File: src/rtl/flash_rst_pkg.sv
package flash_rst_pkg;

  localparam int OP_BITS = 8;
  localparam logic [OP_BITS-1:0] OP_ARM  = 8'h66;
  localparam logic [OP_BITS-1:0] OP_FIRE = 8'h99;

  typedef enum logic [1:0] {
    FRM_NONE  = 2'd0,
    FRM_ARM   = 2'd1,
    FRM_FIRE  = 2'd2,
    FRM_OTHER = 2'd3
  } frame_kind_t;

  function automatic frame_kind_t classify(input logic empty, input logic len_ok,
                                           input logic [OP_BITS-1:0] op);
    if (empty)             return FRM_NONE;
    else if (!len_ok)      return FRM_OTHER;
    else if (op == OP_ARM) return FRM_ARM;
    else if (op == OP_FIRE) return FRM_FIRE;
    else                   return FRM_OTHER;
  endfunction

endpackage

File: src/rtl/flash_pin_sync.sv
module flash_pin_sync #(
  parameter int W = 3,
  parameter int STAGES = 2,
  parameter logic [W-1:0] RST_VAL = '0
) (
  input  logic         clk,
  input  logic         rst_n,
  input  logic [W-1:0] d,
  output logic [W-1:0] q
);
  logic [W-1:0] pipe [STAGES];

  always_ff @(posedge clk or negedge rst_n) begin
    if (!rst_n) pipe[0] <= RST_VAL;
    else        pipe[0] <= d;
  end

  for (genvar s = 1; s < STAGES; s++) begin : g_stage
    always_ff @(posedge clk or negedge rst_n) begin
      if (!rst_n) pipe[s] <= RST_VAL;
      else        pipe[s] <= pipe[s-1];
    end
  end

  assign q = pipe[STAGES-1];
endmodule

File: src/rtl/flash_frame_rx.sv
module flash_frame_rx
  import flash_rst_pkg::*;
#(
  parameter int CNT_W = 4
) (
  input  logic               clk,
  input  logic               rst_n,
  input  logic               cs_s,
  input  logic               sclk_s,
  input  logic               si_s,
  output logic               frame_end,
  output frame_kind_t        frame_kind
);
  localparam logic [CNT_W-1:0] CNT_MAX = {CNT_W{1'b1}};
  localparam logic [CNT_W-1:0] CNT_OP  = CNT_W'(OP_BITS);

  logic               cs_q, sclk_q;
  logic [CNT_W-1:0]   bit_cnt;
  logic [OP_BITS-1:0] shreg;
  logic               sclk_rise;

  assign sclk_rise = sclk_s && !sclk_q;
  assign frame_end = cs_s && !cs_q;
  assign frame_kind = classify(bit_cnt == '0, bit_cnt == CNT_OP, shreg);

  always_ff @(posedge clk or negedge rst_n) begin
    if (!rst_n) begin
      cs_q   <= 1'b1;
      sclk_q <= 1'b0;
    end else begin
      cs_q   <= cs_s;
      sclk_q <= sclk_s;
    end
  end

  always_ff @(posedge clk or negedge rst_n) begin
    if (!rst_n) begin
      bit_cnt <= '0;
      shreg   <= '0;
    end else if (cs_s) begin
      bit_cnt <= '0;
      shreg   <= '0;
    end else if (sclk_rise) begin
      if (bit_cnt != CNT_MAX) bit_cnt <= bit_cnt + 1'b1;
      shreg <= {shreg[OP_BITS-2:0], si_s};
    end
  end
endmodule

File: src/rtl/flash_reset_seq.sv
module flash_reset_seq
  import flash_rst_pkg::*;
#(
  parameter int LOCK_CYCLES = 12000
) (
  input  logic        clk,
  input  logic        rst_n,
  input  logic        frame_end,
  input  frame_kind_t frame_kind,
  output logic        fire,
  output logic        busy,
  output logic        abort_pulse
);
  localparam int LCW = $clog2(LOCK_CYCLES + 1);
  localparam logic [LCW-1:0] LOAD = LCW'(LOCK_CYCLES - 1);

  logic           armed;
  logic [LCW-1:0] remain;
  logic           take;

  assign take = frame_end && !busy && (frame_kind != FRM_NONE);
  assign fire = take && armed && (frame_kind == FRM_FIRE);

  always_ff @(posedge clk or negedge rst_n) begin
    if (!rst_n) armed <= 1'b0;
    else if (take) armed <= (frame_kind == FRM_ARM);
  end

  always_ff @(posedge clk or negedge rst_n) begin
    if (!rst_n) begin
      busy        <= 1'b0;
      remain      <= '0;
      abort_pulse <= 1'b0;
    end else begin
      abort_pulse <= fire;
      if (fire) begin
        busy   <= 1'b1;
        remain <= LOAD;
      end else if (busy) begin
        if (remain == '0) busy <= 1'b0;
        else              remain <= remain - 1'b1;
      end
    end
  end
endmodule

File: src/rtl/flash_vol_regs.sv
module flash_vol_regs #(
  parameter int STAT_W = 8,
  parameter int PARM_W = 8,
  parameter int MODE_W = 8,
  parameter int WRAP_W = 3,
  parameter logic [STAT_W-1:0] DEF_STATUS  = '0,
  parameter logic              DEF_WEL     = 1'b0,
  parameter logic              DEF_SUS     = 1'b0,
  parameter logic [PARM_W-1:0] DEF_RDPARAM = '0,
  parameter logic [MODE_W-1:0] DEF_CMODE   = '0,
  parameter logic [WRAP_W-1:0] DEF_WRAP    = '1
) (
  input  logic              clk,
  input  logic              rst_n,
  input  logic              clear,
  input  logic              lock,
  input  logic              upd_valid,
  input  logic [STAT_W-1:0] upd_status,
  input  logic              upd_wel,
  input  logic              upd_sus,
  input  logic [PARM_W-1:0] upd_rdparam,
  input  logic [MODE_W-1:0] upd_cmode,
  input  logic [WRAP_W-1:0] upd_wrap,
  output logic [STAT_W-1:0] st_status,
  output logic              st_wel,
  output logic              st_sus,
  output logic [PARM_W-1:0] st_rdparam,
  output logic [MODE_W-1:0] st_cmode,
  output logic [WRAP_W-1:0] st_wrap
);
  logic load;
  assign load = upd_valid && !lock && !clear;

  always_ff @(posedge clk or negedge rst_n) begin
    if (!rst_n) begin
      st_status  <= DEF_STATUS;
      st_wel     <= DEF_WEL;
      st_sus     <= DEF_SUS;
      st_rdparam <= DEF_RDPARAM;
      st_cmode   <= DEF_CMODE;
      st_wrap    <= DEF_WRAP;
    end else if (clear) begin
      st_status  <= DEF_STATUS;
      st_wel     <= DEF_WEL;
      st_sus     <= DEF_SUS;
      st_rdparam <= DEF_RDPARAM;
      st_cmode   <= DEF_CMODE;
      st_wrap    <= DEF_WRAP;
    end else if (load) begin
      st_status  <= upd_status;
      st_wel     <= upd_wel;
      st_sus     <= upd_sus;
      st_rdparam <= upd_rdparam;
      st_cmode   <= upd_cmode;
      st_wrap    <= upd_wrap;
    end
  end
endmodule

File: src/rtl/flash_reset_ctrl.sv
module flash_reset_ctrl
  import flash_rst_pkg::*;
#(
  parameter int STAT_W      = 8,
  parameter int PARM_W      = 8,
  parameter int MODE_W      = 8,
  parameter int WRAP_W      = 3,
  parameter int LOCK_CYCLES = 12000,
  parameter int SYNC_STAGES = 2,
  parameter logic [STAT_W-1:0] DEF_STATUS  = '0,
  parameter logic              DEF_WEL     = 1'b0,
  parameter logic              DEF_SUS     = 1'b0,
  parameter logic [PARM_W-1:0] DEF_RDPARAM = '0,
  parameter logic [MODE_W-1:0] DEF_CMODE   = '0,
  parameter logic [WRAP_W-1:0] DEF_WRAP    = '1
) (
  input  logic              clk,
  input  logic              rst_n,
  input  logic              cs_n,
  input  logic              sclk,
  input  logic              si,
  input  logic              upd_valid,
  input  logic [STAT_W-1:0] upd_status,
  input  logic              upd_wel,
  input  logic              upd_sus,
  input  logic [PARM_W-1:0] upd_rdparam,
  input  logic [MODE_W-1:0] upd_cmode,
  input  logic [WRAP_W-1:0] upd_wrap,
  output logic              busy,
  output logic              abort_pulse,
  output logic [STAT_W-1:0] st_status,
  output logic              st_wel,
  output logic              st_sus,
  output logic [PARM_W-1:0] st_rdparam,
  output logic [MODE_W-1:0] st_cmode,
  output logic [WRAP_W-1:0] st_wrap
);
  localparam int CNT_W = $clog2(OP_BITS + 2);

  logic [2:0]  pins_s;
  logic        frame_end;
  frame_kind_t frame_kind;
  logic        fire;

  flash_pin_sync #(.W(3), .STAGES(SYNC_STAGES), .RST_VAL(3'b100)) u_sync (
    .clk(clk), .rst_n(rst_n), .d({cs_n, sclk, si}), .q(pins_s)
  );

  flash_frame_rx #(.CNT_W(CNT_W)) u_rx (
    .clk(clk), .rst_n(rst_n),
    .cs_s(pins_s[2]), .sclk_s(pins_s[1]), .si_s(pins_s[0]),
    .frame_end(frame_end), .frame_kind(frame_kind)
  );

  flash_reset_seq #(.LOCK_CYCLES(LOCK_CYCLES)) u_seq (
    .clk(clk), .rst_n(rst_n), .frame_end(frame_end), .frame_kind(frame_kind),
    .fire(fire), .busy(busy), .abort_pulse(abort_pulse)
  );

  flash_vol_regs #(
    .STAT_W(STAT_W), .PARM_W(PARM_W), .MODE_W(MODE_W), .WRAP_W(WRAP_W),
    .DEF_STATUS(DEF_STATUS), .DEF_WEL(DEF_WEL), .DEF_SUS(DEF_SUS),
    .DEF_RDPARAM(DEF_RDPARAM), .DEF_CMODE(DEF_CMODE), .DEF_WRAP(DEF_WRAP)
  ) u_regs (
    .clk(clk), .rst_n(rst_n), .clear(fire), .lock(busy),
    .upd_valid(upd_valid), .upd_status(upd_status), .upd_wel(upd_wel),
    .upd_sus(upd_sus), .upd_rdparam(upd_rdparam), .upd_cmode(upd_cmode),
    .upd_wrap(upd_wrap),
    .st_status(st_status), .st_wel(st_wel), .st_sus(st_sus),
    .st_rdparam(st_rdparam), .st_cmode(st_cmode), .st_wrap(st_wrap)
  );
endmodule

File: config.mk
export PLATFORM = sky130hd
export DESIGN_NAME = flash_reset_ctrl
export DESIGN_NICKNAME = d
export VERILOG_FILES = /design/src/rtl/flash_rst_pkg.sv /design/src/rtl/flash_pin_sync.sv /design/src/rtl/flash_frame_rx.sv /design/src/rtl/flash_reset_seq.sv /design/src/rtl/flash_vol_regs.sv /design/src/rtl/flash_reset_ctrl.sv
export SDC_FILE = /design/constraint.sdc
export NUM_CORES = 1
export LEC_CHECK = 0
export BUFFER_PORTS_ARGS = -buffer_cell sky130_fd_sc_hd__buf_2
export CORE_MARGIN = 2
export CORE_UTILIZATION = 53
export CTS_CLUSTER_SIZE = 8
export DETAILED_ROUTE_END_ITERATION = 6
export PLACE_DENSITY_LB_ADDON = 0.05
export SLEW_MARGIN = 30
export SYNTH_ARGS = -nofsm -noshare
export SYNTH_HDL_FRONTEND = slang
export SYNTH_SLANG_ARGS = --single-unit
File: constraint.sdc
create_clock -name clk -period 2.42 [get_ports clk]
set_input_delay 0.484 -clock clk [delete_from_list [all_inputs] [get_ports clk]]
set_output_delay 0.484 -clock clk [all_outputs]
set_load 0.01 [all_outputs]
==> results of run 1 <==
report_power, final:
group | internal, mW | total, mW | switching [mW]
sequential | 1.17 | 1.20 | 0.0330
clock | 0.370 | 0.756 | 0.387
combinational | 0.110 | 0.238 | 0.128
state kept, by name, indices dropped and copies added (netlist names):
register and cells:
u_seq.remain 14, u_regs.st_wrap 3, u_regs.st_status 8, u_sync.pipe 3
u_seq.abort_pulse 1, u_rx.bit_cnt 4, u_rx.shreg 8, u_rx.cs_q 1
u_rx.sclk_q 1, u_seq.busy 1, u_regs.st_cmode 8, u_regs.st_rdparam 8
u_regs.st_wel 1, u_seq.armed 1, u_sync.q 3, u_regs.st_sus 1
layer usage:
layer / vias to the layer above / routed length [um]
met5: - / 0
met4: 0 / 81
met3: 7 / 221
met2: 57 / 2870
met1: 1112 / 2590
li1: 1091 / -
layout make-up:
class / count / area (um^2)
Tap cell: 72 / 90.1
Inverter: 5 / 18.8
Clock buffer: 13 / 139
Clock inverter: 3 / 17.5
Fill cell: 457 / 1900
Sequential cell: 66 / 1660
Timing Repair Buffer: 70 / 400
Multi-Input combinational cell: 186 / 1210
critical path, cell delays in order, from the launching register on:
cell and delay, ns:
dfrtp_1 0.40, inv_1 0.09, ha_1 0.17, or4b_4 0.51, nor3_4 0.24, nor4_1 0.09, or3_1 0.34
layout by cell type (no fill, tap or decap), types with 2 or more instances in the layout:
master | netlist | routed
a21oi_1 | 18 | 18
buf_12 | 0 | 3
buf_2 | 3 | 65
buf_4 | 2 | 2
clkbuf_1 | 2 | 4
clkbuf_8 | 0 | 9
clkinv_2 | 0 | 2
dfrtp_1 | 60 | 60
dfstp_2 | 6 | 6
ha_1 | 3 | 3
inv_1 | 5 | 5
mux2i_1 | 30 | 30
nand2_1 | 29 | 29
nand2b_1 | 3 | 3
nand3_1 | 7 | 7
nand4_1 | 2 | 2
nor2_1 | 30 | 30
nor3_1 | 10 | 10
nor4_1 | 4 | 4
nor4b_2 | 2 | 2
nor4bb_1 | 2 | 2
o21ai_0 | 9 | 9
o31ai_1 | 5 | 5
or3_1 | 7 | 7
final timing paths:
| kind | slack [ns] | to | from | cells past startpoint |
|---|---|---|---|---|
| worst min-delay path | 0.15 | u_seq.remain[1] | rst_n | 2 |
| max in group asynchronous | 1.94 | u_regs.st_wrap[1] | rst_n | 2 |
| worst min register to register | 0.35 | u_sync.q[0] | u_sync.pipe[3] | 0 |
| min in group clk | 0.25 | u_sync.pipe[5] | cs_n | 1 |
| worst max register to register | 0.46 | u_seq.remain[11] | u_seq.remain[0] | 6 |
| worst max-delay path | 0.46 | u_seq.remain[11] | u_seq.remain[0] | 6 |
kinds of logic after synthesis:
kind of cell	count (synthesis)	synth area share [%]
adders and majority gates	3	1.28
DFF	66	56.4
buffers and inverters	14	2.43
and+or+nand+nor	114	21.8
muxes	30	10.2
AOI/OAI and AO/OA	39	7.83
==> results.yml, run 1 <==
synth:
  synth_common_cells: "60 x dfrtp_1, 30 x mux2i_1, 30 x nor2_1"
  yosysSeqAreaShare_pct: 56.4
  synth_cells: 266
  synth_seq_cells: 66
  synth.avg_cell_area_um2: 11.1
  synth.most_common_cell: "dfrtp_1"
  synth_nets: 304
  yosys_warnings: 0
  synth_top_area_share_pct: 51.1
  ys_async_sr_fraction_pct: 100
  synth_enable_flop_cells: 0
  synth_cell_type_count: 48
  synthTopCellsByArea: "dfrtp_1 51%, mux2i_1 10%, dfstp_2 5.4%, nor2_1 3.8%, nand2_1 3.7%"
  synth_top_cell_by_area: "dfrtp_1"
  synth_area_um2: 2940
  synth_flop_cell: "dfrtp_1"
sta:
  fin_setup_tns_ns: 0
  post-route-period-util_pct: 81.1
  fin_hold_ws_ns: 0.154
  worst_pin_slew_ns: 0.430
  setup_slack_ns: 0.457
  setup_viol: 0
  hold_viol: 0
  slew_headroom_pct: 71.1
  max_freq_mhz: 509
  rsz0062_at_grt: "false"
  min_period_ns: 1.96
  finalClockSkew_ns: 0.0111
  drv_slew: 0
run:
  max_cap_viol_count: 0
worst_setup_path:
  cp-start-kind: "register"
  arrival_ns: 2.18
  crit_required_ns: 2.63
  critPathCaptureType: "register"
  crit_fanout: 6
  critPathKind: "reg -> reg"
cts:
  cts_max_level: 3
  clkLatencyLatePin_ns: 0.34
  cts_root_buffer: "clkbuf_8"
  cts_tree: "yes"
  cts_resized: 0
  cts_post_setup_buffers_inserted: 0
  clk_pin_slew_ns: 0.07
  clock-sinks: 66
  hold_buffers: 0
  ctsLongestPathBuffers: 2
  cts_buffers: 9
floorplanning:
  ios: 66
  die-height_um: 78.5
  start_util_pct: 54.1
  core-area_um2: 5440
  die_w_um: 78.5
  die-area_um2: 6160
  rows: 27
route:
  first_pass_iters: 4
  drc: 0
  via_per_inst: 5.46
  wl_um: 5760
  num_vias: 2267
  wire_per_inst_um: 13.9
  ant_nets: 0
  drtIter0Drc: 120
global_routing:
  track_usage_pct: 20.4
  met2_usage_pct: 34.1
  gr-usage-met1_pct: 25.0
  grt_start_max_net_pins: 67
  grt_pass1_wl_um: 9620
  grt_remaining_overflow: 0
  use_met3_pct: 4.48
  top_usage_layer: "met2"
  grt_pass1_vias: 2155
  grt_antenna_before_repair: 0
power_and_ir_drop:
  power.density_nw_per_um2: 622
  peakVddDrop_mv: 0.495
  p_leak_nw: 1.74
  total_power_mw: 2.20
run_status:
  status: "completed"
place:
  dp.cells: 399
  place_area_um2: 3380
  io_buffers: 65
  post-place-ws_ns: 0.457
  post-dp-hpwl_um: 4010
  routabilityCongestion: 0.800
layout:
  final_core_util_pct: 65.0
  final_nets: 376
  fin_cells: 415
  stdcell_area_um2: 3530
  area_delta_synth_final_pct: 20.2
  antennaDiodeCount: 0
  drive_gt1_share_pct: 28.0
worst_hold_path:
  hold_path.class: "in -> async"
(Power assumes the default switching activity.)
==> inputs of run 2 (changes only) <==
- CORE_UTILIZATION: 53 -> 48
- clock period: 2.42 -> 1.65 ns (I/O delays scaled with it)
==> run 2 against run 1 <==
Net effect: total power increased by 50%; worst hold slack got worse by 0.079 ns; register-to-register slack got worse by 0.64 ns; clock power increased by 52%; sequential power increased by 47%; critical path depth unchanged; global-route usage increased by 1.1 points; clock skew increased by 0.0032 ns; die area increased by 9.9%; largest power group unchanged; clock-buffer cell count decreased by 3; the flow now finishes with violations (negative setup slack).
==> results.yml, run 2 (synthesis gave the netlist of run 1 again) <==
run_status:
  status: "finished with violations"
  violations: "negative setup slack"
global_routing:
  grt_start_max_net_pins: 67
  grt_pass1_wl_um: 11000
  grt_remaining_overflow: 0
  grt_antenna_before_repair: 0
  grt_pass1_vias: 2397
  track_usage_pct: 21.5
sta:
  min_period_ns: 1.83
  fin_hold_ws_ns: 0.0746
  max_freq_mhz: 546
  post-route-period-util_pct: 111
  drv_slew: 0
  setup_viol: 44
  rsz0062_at_grt: "true"
  setup_slack_ns: -0.181
  slew_headroom_pct: 76.4
  finalClockSkew_ns: 0.0144
  worst_pin_slew_ns: 0.354
  hold_viol: 0
  fin_setup_tns_ns: -5.15
worst_setup_path:
  crit_required_ns: 1.91
  crit_fanout: 4
  critPathCaptureType: "register"
  rrSetupSlack_ns: -0.18
  r2r-end: "u_seq.remain[12]"
  critPathKind: "reg -> reg"
  critPathCapture: "u_seq.remain[12]"
  arrival_ns: 2.09
  cp-start-kind: "register"
  r2r_start: "u_seq.remain[0]"
  r2r_cells: 6
  startpoint: "u_seq.remain[0]"
run:
  max_cap_viol_count: 0
layout:
  final_nets: 425
  area_delta_synth_final_pct: 40.4
  fill_cells: 445
  antennaDiodeCount: 0
  top_register: "u_seq.remain"
  mostFrequentLayoutCells: "65 x buf_2, 59 x dfrtp_1, 46 x buf_4, 30 x mux2i_1, 30 x nor2_1"
  final_common_cell: "buf_2"
  largest_reg_flops: 14
  drive_gt1_share_pct: 44.6
route:
  wl_um: 7130
  drtIter0Drc: 162
  via_per_inst: 5.22
  num_vias: 2440
  first_pass_iters: 4
  ant_nets: 0
  drc: 0
  wire_per_inst_um: 15.3
worst_hold_path:
  hold_path.class: "in -> reg"
power_and_ir_drop:
  power.density_nw_per_um2: 800
  p_leak_nw: 2.02
  peakVddDrop_mv: 0.682
  total_power_mw: 3.30
cts:
  clkLatencyLatePin_ns: 0.35
  cts_max_level: 3
  cts_root_buffer: "clkbuf_8"
  clk_pin_slew_ns: 0.08
  ctsLongestPathBuffers: 2
  cts_tree: "yes"
  cts_buffers: 9
  clock-sinks: 66
place:
  io_buffers: 65
  post-dp-hpwl_um: 4730
  routabilityCongestion: 0.807
floorplanning:
  die-area_um2: 6770
  die-height_um: 82.3
  ios: 66
  start_util_pct: 49.7
  core-area_um2: 5920
  die_w_um: 82.3
  rows: 28
[run 2: cell types whose count changed in the layout (fill, tap and decap cells not counted), sizes merged]
cell / delta
buf: +47
clkbuf: -3
nand2: +1
clkinvlp: +1
clkinv: +2
dlygate4sd3: +1
[run 2: timing repair]
item,4_1_cts,5_1_grt
gates resized for setup,17,22
hold buffers,1,0
setup buffers,3,3
hold endpoints to repair,12,0
gates cloned,0,1
endpoints found under the setup margin,44,44
pin swaps,9,9
[run 2: routing by layer]
layer	track usage, %	part of all wire, %
met4	12.0	2.2
met1	28.3	44
met3	3.37	3.1
met5	0	0
met2	33.7	50
[run 2: power by group]
group | internal, mW | switching (mW) | leakage [nW]
Sequential | 1.72 | 0.0426 | 0.826
Clock | 0.534 | 0.619 | 0.0818
Combinational | 0.186 | 0.203 | 1.11
[run 2: worst max-delay path: stages (launching register included)]
cell and delay, ns:
dfrtp_1 0.39, inv_2 0.08, ha_4 0.13, nor4b_4 0.26, nand3_2 0.16, or4b_4 0.56, a21oi_2 0.16
[run 2: cell type report]
class	instances	area, um^2	area share (%)
clock buffer	10	128	3.09
clock inverter	6	35.0	0.849
inverter	5	18.8	0.455
multi-input combinational	187	1410	34.1
sequential	66	1660	40.2
tap	75	93.8	2.27
timing repair buffer	118	783	19.0
[run 2: how the worst min path moves through the flow]
stage	to	slack (ns)	cells after the start	from
floorplan	u_regs.st_cmode[0]	0.03	0	rst_n
global placement	u_sync.q[1]	0.33	0	u_sync.pipe[4]
detailed placement	u_sync.q[1]	0.34	0	u_sync.pipe[4]
CTS	u_sync.pipe[5]	0.06	1	cs_n
global route	u_sync.pipe[5]	0.07	1	cs_n
finish	u_sync.pipe[5]	0.07	1	cs_n
[run 2: through the flow]
stage	util, %	area [um^2]	instances	worst slack [ns]
after global routing	69.7	4130	467	-0.260
after CTS	67.5	4000	464	-0.118
final	69.7	4130	467	-0.181
after floorplan	-	2960	266	-0.166
after global placement	62.9	3720	444	-0.196
after detailed placement	62.9	3720	444	-0.276
